[src/rtl/raster_pkg.sv]
package raster_pkg;

  typedef struct packed {
    logic       vbl;
    logic       hit;
    logic       ovf;
    logic [4:0] bus;
  } status_t;

  typedef enum logic [1:0] {
    RGN_VISIBLE = 2'd0,
    RGN_POST    = 2'd1,
    RGN_VBLANK  = 2'd2,
    RGN_PRE     = 2'd3
  } region_e;

endpackage

[src/rtl/raster_counter.sv]
module raster_counter #(
  parameter int DOTS_PER_LINE = 341,
  parameter int TOTAL_LINES   = 262,
  parameter int DW            = 9,
  parameter int LW            = 9
) (
  input  logic          clk,
  input  logic          rst,
  output logic [DW-1:0] dot_q,
  output logic [LW-1:0] line_q,
  output logic [DW-1:0] dot_nx,
  output logic [LW-1:0] line_nx
);

  localparam logic [DW-1:0] LAST_DOT  = DW'(DOTS_PER_LINE - 1);
  localparam logic [LW-1:0] LAST_LINE = LW'(TOTAL_LINES - 1);

  logic end_of_line;

  always_comb begin
    end_of_line = (dot_q == LAST_DOT);
    dot_nx      = end_of_line ? '0 : dot_q + 1'b1;
    if (!end_of_line)
      line_nx = line_q;
    else if (line_q == LAST_LINE)
      line_nx = '0;
    else
      line_nx = line_q + 1'b1;
  end

  always_ff @(posedge clk) begin
    if (rst) begin
      dot_q  <= '0;
      line_q <= '0;
    end else begin
      dot_q  <= dot_nx;
      line_q <= line_nx;
    end
  end

endmodule

[src/rtl/raster_region.sv]
module raster_region
  import raster_pkg::*;
#(
  parameter int VIS_LINES = 240,
  parameter int VBL_START = 241,
  parameter int PRE_START = 261,
  parameter int LW        = 9
) (
  input  logic          clk,
  input  logic          rst,
  input  logic [LW-1:0] line_nx,
  output logic [3:0]    region_q
);

  region_e rgn;

  always_comb begin
    if (line_nx < LW'(VIS_LINES))
      rgn = RGN_VISIBLE;
    else if (line_nx < LW'(VBL_START))
      rgn = RGN_POST;
    else if (line_nx < LW'(PRE_START))
      rgn = RGN_VBLANK;
    else
      rgn = RGN_PRE;
  end

  always_ff @(posedge clk) begin
    if (rst)
      region_q <= 4'b0001;
    else
      region_q <= 4'b0001 << rgn;
  end

endmodule

[src/rtl/raster_flags.sv]
module raster_flags
  import raster_pkg::*;
#(
  parameter int DW          = 9,
  parameter int LW          = 9,
  parameter int XW          = 8,
  parameter int VBL_START   = 241,
  parameter int PRE_START   = 261,
  parameter int SET_DOT     = 1,
  parameter int CLR_DOT     = 1,
  parameter int HIT_BLIND_X = 255
) (
  input  logic          clk,
  input  logic          rst,
  input  logic [DW-1:0] dot_q,
  input  logic [LW-1:0] line_q,
  input  logic          stat_rd,
  input  logic          nmi_en,
  input  logic [4:0]    open_bus,
  input  logic          spr_ovf_set,
  input  logic          spr0_hit_set,
  input  logic [XW-1:0] spr0_hit_x,
  output status_t       status_q,
  output logic          nmi_q,
  output logic          vbl_q,
  output logic          hit_q,
  output logic          ovf_q
);

  logic at_set, at_clr, hit_ok;
  logic vbl_nx, hit_nx, ovf_nx;

  always_comb begin
    at_set = (line_q == LW'(VBL_START)) && (dot_q == DW'(SET_DOT));
    at_clr = (line_q == LW'(PRE_START)) && (dot_q == DW'(CLR_DOT));
    hit_ok = spr0_hit_set && (spr0_hit_x != XW'(HIT_BLIND_X));

    if (at_clr)
      vbl_nx = 1'b0;
    else if (at_set)
      vbl_nx = !stat_rd;
    else if (stat_rd)
      vbl_nx = 1'b0;
    else
      vbl_nx = vbl_q;

    hit_nx = at_clr ? 1'b0 : (hit_q | hit_ok);
    ovf_nx = at_clr ? 1'b0 : (ovf_q | spr_ovf_set);
  end

  always_ff @(posedge clk) begin
    if (rst) begin
      vbl_q    <= 1'b0;
      hit_q    <= 1'b0;
      ovf_q    <= 1'b0;
      nmi_q    <= 1'b0;
      status_q <= '0;
    end else begin
      vbl_q <= vbl_nx;
      hit_q <= hit_nx;
      ovf_q <= ovf_nx;
      nmi_q <= vbl_nx & nmi_en;
      if (stat_rd) begin
        status_q.vbl <= vbl_q;
        status_q.hit <= hit_q;
        status_q.ovf <= ovf_q;
        status_q.bus <= open_bus;
      end
    end
  end

endmodule

[src/rtl/raster_status_unit.sv]
module raster_status_unit
  import raster_pkg::*;
#(
  parameter int DOTS_PER_LINE = 341,
  parameter int VIS_LINES     = 240,
  parameter int POST_LINES    = 1,
  parameter int VBL_LINES     = 20,
  parameter int PRE_LINES     = 1,
  parameter int XW            = 8,
  parameter int HIT_BLIND_X   = 255
) (
  input  logic                                                       clk,
  input  logic                                                       rst,
  input  logic                                                       nmi_en,
  input  logic                                                       stat_rd,
  input  logic [4:0]                                                 open_bus,
  input  logic                                                       spr_ovf_set,
  input  logic                                                       spr0_hit_set,
  input  logic [XW-1:0]                                              spr0_hit_x,
  output logic [$clog2(DOTS_PER_LINE)-1:0]                           dot,
  output logic [$clog2(VIS_LINES+POST_LINES+VBL_LINES+PRE_LINES)-1:0] line,
  output logic                                                       in_visible,
  output logic                                                       in_post,
  output logic                                                       in_vblank,
  output logic                                                       in_pre,
  output logic                                                       nmi_req,
  output logic [7:0]                                                 status
);

  localparam int TOTAL_LINES = VIS_LINES + POST_LINES + VBL_LINES + PRE_LINES;
  localparam int VBL_START   = VIS_LINES + POST_LINES;
  localparam int PRE_START   = VBL_START + VBL_LINES;
  localparam int DW          = $clog2(DOTS_PER_LINE);
  localparam int LW          = $clog2(TOTAL_LINES);

  logic [DW-1:0] dot_nx;
  logic [LW-1:0] line_nx;
  logic [3:0]    region_q;
  status_t       status_q;
  logic          vbl_flag, hit_flag, ovf_flag;

  raster_counter #(
    .DOTS_PER_LINE(DOTS_PER_LINE), .TOTAL_LINES(TOTAL_LINES), .DW(DW), .LW(LW)
  ) u_cnt (
    .clk(clk), .rst(rst), .dot_q(dot), .line_q(line),
    .dot_nx(dot_nx), .line_nx(line_nx)
  );

  raster_region #(
    .VIS_LINES(VIS_LINES), .VBL_START(VBL_START), .PRE_START(PRE_START), .LW(LW)
  ) u_rgn (
    .clk(clk), .rst(rst), .line_nx(line_nx), .region_q(region_q)
  );

  raster_flags #(
    .DW(DW), .LW(LW), .XW(XW), .VBL_START(VBL_START), .PRE_START(PRE_START),
    .SET_DOT(1), .CLR_DOT(1), .HIT_BLIND_X(HIT_BLIND_X)
  ) u_flg (
    .clk(clk), .rst(rst), .dot_q(dot), .line_q(line), .stat_rd(stat_rd),
    .nmi_en(nmi_en), .open_bus(open_bus), .spr_ovf_set(spr_ovf_set),
    .spr0_hit_set(spr0_hit_set), .spr0_hit_x(spr0_hit_x),
    .status_q(status_q), .nmi_q(nmi_req),
    .vbl_q(vbl_flag), .hit_q(hit_flag), .ovf_q(ovf_flag)
  );

  assign in_visible = region_q[RGN_VISIBLE];
  assign in_post    = region_q[RGN_POST];
  assign in_vblank  = region_q[RGN_VBLANK];
  assign in_pre     = region_q[RGN_PRE];
  assign status     = status_q;

endmodule

[config.mk]
export PLATFORM = sky130hd
export DESIGN_NAME = raster_status_unit
export DESIGN_NICKNAME = d
export VERILOG_FILES = /design/src/rtl/raster_pkg.sv /design/src/rtl/raster_counter.sv /design/src/rtl/raster_region.sv /design/src/rtl/raster_flags.sv /design/src/rtl/raster_status_unit.sv
export SDC_FILE = /design/constraint.sdc
export NUM_CORES = 1
export LEC_CHECK = 0
export BUFFER_PORTS_ARGS = -buffer_cell sky130_fd_sc_hd__buf_2
export CORE_MARGIN = 2
export CORE_UTILIZATION = 46
export CTS_CLUSTER_SIZE = 14
export DETAILED_ROUTE_END_ITERATION = 8
export PLACE_DENSITY = 0.75
export SYNTH_ARGS = -nofsm -noshare
export SYNTH_HDL_FRONTEND = slang
export SYNTH_SLANG_ARGS = --single-unit
[constraint.sdc]
create_clock -name clk -period 2.3 [get_ports clk]
set_clock_uncertainty 0.2 [all_clocks]
set_input_delay 0.23 -clock clk [delete_from_list [all_inputs] [get_ports clk]]
set_output_delay 0.23 -clock clk [all_outputs]
set_load 0.01 [all_outputs]
After elaboration in Yosys (flattened, before gate mapping)

Cells that the tools add are included.

Register bits: 34
Input port bits: 19
Output and inout port bits: 31
Word-level logic and storage cells: 39

Add/sub/neg operators: 2
$lt $le $gt $ge: 3
Eq/ne operators: 5
Shifts and indexed selects: 1
Multiplexer cells: 8
Bitwise logic cells: 3
Reduce and logical (&&, ||, !) cells: 6

Operators by type and width:

| operator                                                   | number |
|---|---|
| adder 9 x 1 -> 9 bit, second input constant                | 2 |
| == test 9 bit, second input constant                       | 2 |
| less-than comparator 9 x 8 -> 1 bit, second input constant | 2 |
| two-way mux 9 bit                                          | 2 |
| == test 9 x 1 -> 1 bit, second input constant              | 1 |
| == test 9 x 8 -> 1 bit, second input constant              | 1 |
| less-than comparator 9 bit, second input constant          | 1 |
| != test 8 bit, second input constant                       | 1 |
| two-way mux 1 bit                                          | 4 |
| two-way mux 2 bit                                          | 2 |
| OR reduction 2 bit                                         | 2 |
| left shift 1 x 2 -> 4 bit, first input constant            | 1 |
| logical AND 1 bit                                          | 3 |
| bitwise OR 1 bit                                           | 2 |
| bitwise AND 1 bit                                          | 1 |
| logical NOT 1 bit                                          | 1 |

Depth between registers and ports, before layout

Word-level depth: 8
Depth in mapped cells: 9
Depth with buffers taken out: 8

By module

Synthesis repeated with hierarchy kept, for this count alone.

Cell total of the unflattened synthesis: 177
Area, all modules: 1,629.1 µm²

By module, submodules not included:

| module         | times used | cells an instance | area an instance (µm²) | seq. area each (µm²) |
|---|---|---|---|---|
| raster_counter | 1          | 112               | 958.4                  | 360.3 |
| raster_flags   | 1          | 51                | 505.5                  | 240.2 |
| raster_region  | 1          | 14                | 165.2                  | 80.1 |

Worst setup path before layout

OpenSTA, ideal clock, no wires.

Path type: reg-to-reg
Start: reg u_cnt.dot_q[0]
End: reg u_rgn.region_q[2]
Library setup time: 0.075 ns
Arrival time: 2.192 ns
Required time: 2.025 ns
Setup slack: -0.167 ns
Cell stages (with the launch flop): 9
Path buffers: 1
Clock period less this slack: 2.467 ns
Cells stage by stage: dfxtp_1 inv_1 ha_1 or4b_4 buf_6 nor4_4 xnor2_1 or4_1 o22ai_1

Word-level cells in the longest chain between the ends: 7
Elaborated cells between the ends (all ways): 9
Classes of those cells: order compare (3); eq/ne (1); shift (1); mux (4)

RTL lines:

| what                          | line                 | RTL |
|---|---|---|
| start, declared               | raster_counter.sv:9  | `output logic [DW-1:0] dot_q,` |
| start signal, assigned        | raster_counter.sv:36 | `dot_q <= dot_nx;` |
| == test 9 bit (*)             | raster_counter.sv:21 | `end_of_line = (dot_q == LAST_DOT);` |
| two-way mux 9 bit (*)         | raster_counter.sv:23 | `if (!end_of_line)` |
| less-than comparator 9 bit    | raster_region.sv:22  | `else if (line_nx < LW'(PRE_START))` |
| two-way mux 1 bit             | raster_region.sv:22  |  |
| two-way mux 2 bit             | raster_region.sv:20  | `else if (line_nx < LW'(VBL_START))` |
| two-way mux 2 bit (*)         | raster_region.sv:18  | `if (line_nx < LW'(VIS_LINES))` |
| left shift 1 x 2 -> 4 bit (*) | raster_region.sv:32  | `region_q <= 4'b0001 << rgn;` |
| end signal, assigned          | raster_region.sv:32  |  |
| end, declared                 | raster_region.sv:12  | `output logic [3:0] region_q` |

Mark *: on every way between the ends. The rest lies on a longest branch, timed or not.
A chain may end at the register's enable or synchronous reset.

Worst setup path in the final report

Start: reg u_cnt.dot_q[0]
End: reg u_rgn.region_q[3]

Same word-level chain as after synthesis.

==> run summary <==
critical path capture point type - register
TritonCTS clock tree - yes
DR iter-0 viols - 113
CTS max path bufs - 2
via count of the first global-routing pass - 1478
per-cell routed wire length - 12.9 um
GPL Wtd Cong - 0.969
Final Slew Violations - 0
Max Fanout on Critical Path - 6
Net Count, Synth - 210
layout cell share with drive strength beyond 1 - 37.3%
number of synthesized register bits - 34
Synth warnings - 0
Tcrit/Tclk final - 101%
# IOs - 50
Worst Tran Pin Value - 0.454 ns
synthesized instance count - 186
Layout Nets - 284
Static Leak - 1.04 nW
Achievable Freq - 431 MHz
GRT overflow - 0
Total Routing Usage GR - 20.6%
worst min-delay path class - in -> reg
Starting Density - 47.2%
I/O Buffers - 49
final hold violations - 0
# DRC - 0
Num CTS Buffers - 5
ant diodes - 0
Avg Vias per Cell - 5.33
pre-CTS WS - -0.0225 ns
Yosys cell types - 47
status - finished with violations
RSZ-0062 raised after global routing - true
area of the die - 4200 um2
number of antenna violations at the first check in global routing - 0
die width - 64.8 um
min setup slack post-route - -0.0201 ns
Layout area overhead - 34.2%
Avg Cell Area, Syn - 9.15 um2
first-pass GRT wire length - 6640 um
failing checks - setup timing
Vias - 1643
crit path kind - reg -> reg
setup TNS - -0.0203 ns
first drt pass iteration count - 4
Setup crit start kind - register
Core ar. - 3610 um2
H-tree depth - 2
fin crit period - 2.32 ns
Crit path arrival time - 2.30 ns
Mapped Area - 1700 um2
CTS Root Buffer Type - clkbuf_8
worst path cell trace - inv_2, ha_1, or4b_4, buf_6, o31a_2, a31oi_4, o2111ai_2, and2_1
height of the die - 64.8 um
DP Wirelength - 2970 um
drt total wl - 3980 um
antenna viol nets, final - 0
Slowest-stage cell, CP - or4b_4
Pwr Density - 505 nW/um2
Worst-path clk slew - 0.07 ns
VDD IR max - 0.000424 V
Seq/Total Area, Yosys - 40.0%
asr flop ratio synth - 0%
critical path's largest stage delay - 0.52 ns
Critical Path RT - 2.28 ns
largest net degree at the start of global routing - 14
clk_lat worst skew - 0.28 ns
Rows - 22
Most used DFF post-synth - dfxtp_1
Setup Viol. Count Final - 2
Relative slew margins - 69.4%
Max Cap Viol - 0
CTS Sinks - 34
number of flops mapped to enable cells by yosys - 0
==> cells in the mapped netlist (2+ instances only) <==
cell	count	area (um2)
nand4_1	7	43.8
clkbuf_1	5	18.8
dfxtp_1	34	681
ha_1	5	62.6
o22ai_1	2	12.5
nand2_1	6	22.5
mux2i_1	9	90.1
nor4_1	5	31.3
xor2_1	6	52.6
nand2b_1	3	18.8
nor2_1	30	113
nor3_1	7	35.0
inv_1	8	30.0
a31oi_1	2	12.5
xnor2_1	5	43.8
buf_6	2	22.5
and2_1	5	31.3
clkbuf_8	3	41.3
o21ai_0	4	20.0
nand3_1	5	25.0
a21oi_1	5	25.0
a211oi_1	2	15.0
nor4_4	2	42.5
==> path summary, 6_finish.rpt <==
path	start	end	slack (ns)	depth (start not counted)
setup / recovery	u_cnt.dot_q[0]$_SDFF_PP0_	u_rgn.region_q[3]$_SDFF_PP0_	-0.02	8
hold / removal	spr0_hit_set	u_flg.hit_q$_SDFF_PP0_	0.01	3
setup reg to reg	u_cnt.dot_q[0]$_SDFF_PP0_	u_rgn.region_q[3]$_SDFF_PP0_	-0.02	8
hold reg to reg	u_flg.hit_q$_SDFF_PP0_	u_flg.hit_q$_SDFF_PP0_	0.25	2
==> repair_timing <==
action / CTS / global route
buffers inserted: 0 / 0
gates resized for setup: 3 / 7
hold buffers: 7 / 0
pin swaps: 0 / 2
endpoints found under the hold margin: 7 / 0
endpoints found under the setup margin: 2 / 6
==> cell type report <==
| cell class | count | area, um2 |
|---|---|---|
| clock inverter | 2 | 10.0 |
| sequential | 34 | 686 |
| fill | 303 | 1320 |
| inverter | 8 | 30.0 |
| clock buffer | 5 | 68.8 |
| tap | 48 | 60.1 |
| timing repair buffer | 78 | 484 |
| multi-input combinational | 133 | 945 |
==> registers in the layout, indices dropped and copies added, names as in the netlist <==
name	count
u_flg.hit_q	1
u_flg.ovf_q	1
u_cnt.line_q	9
u_rgn.region_q	4
u_cnt.dot_q	9
u_flg.status_q	8
u_flg.nmi_q	1
u_flg.vbl_q	1
==> layout by cell type (no fill, tap or decap), drive strengths merged, types with 2 or more instances in the layout <==
cell         instances
a211oi               2
o21ai                4
a21oi                5
ha                   5
mux2i                9
xor2                 6
clkbuf               5
and2                 5
nand3                5
o22ai                2
nand2                6
nand4                7
nor4                 7
dlygate4sd3          7
and3                 2
nor2                31
xnor2                5
dfxtp               34
clkinv               2
buf                 71
nand2b               3
inv                  8
nor3                 7
a31oi                2
o31a                 2
==> report_power, final <==
group,switching (mW),leakage [nW],internal [mW],total (mW)
combinational,0.0697,0.722,0.0692,0.139
sequential,0.00840,0.277,0.605,0.613
clock,0.198,0.0438,0.203,0.401
total,0.276,1.04,0.877,1.15
==> layer usage <==
layer  share of wire (%)  GRT usage (%)  vias to the layer above
li1                    -              -                      803
met3                 5.8           4.86                        6
met2                  48           33.6                       50
met4                 1.5           7.45                        0
met1                  45           26.4                      784
met5                   0              0                        -
==> per-stage QoR <==
stage	cell area [um2]	total power, mW	hold slack (ns)	cells	utilization, %
after global routing	2280	1.21	0.0374	308	63.3
after global placement	2090	0.749	0.230	294	58.1
after floorplan	1720	0.704	0.146	186	-
after detailed placement	2090	0.752	0.240	294	58.1
after CTS	2250	1.16	0.0110	308	62.3
final	2280	1.15	0.0140	308	63.3
==> worst max-delay path: cells and delay by family (launching register included) <==
| kind | cells | cell delay, ns |
|---|---|---|
| and+or+nand+nor | 2 | 0.70 |
| adders and majority gates | 1 | 0.12 |
| AOI/OAI and AO/OA | 3 | 0.65 |
| DFF | 1 | 0.34 |
| buffers and inverters | 2 | 0.21 |
==> kinds of logic after synthesis <==
family	share of synthesized area [%]
AND/OR/NAND/NOR	27.8
flip-flops	40.0
AO/OA/AOI/OAI	10.5
buffers and inverters	7.06
XOR/XNOR	5.66
multiplexers	5.29
adder cells (fa/ha/maj)	3.68
No activity file was read; power rests on OpenSTA's default activity.
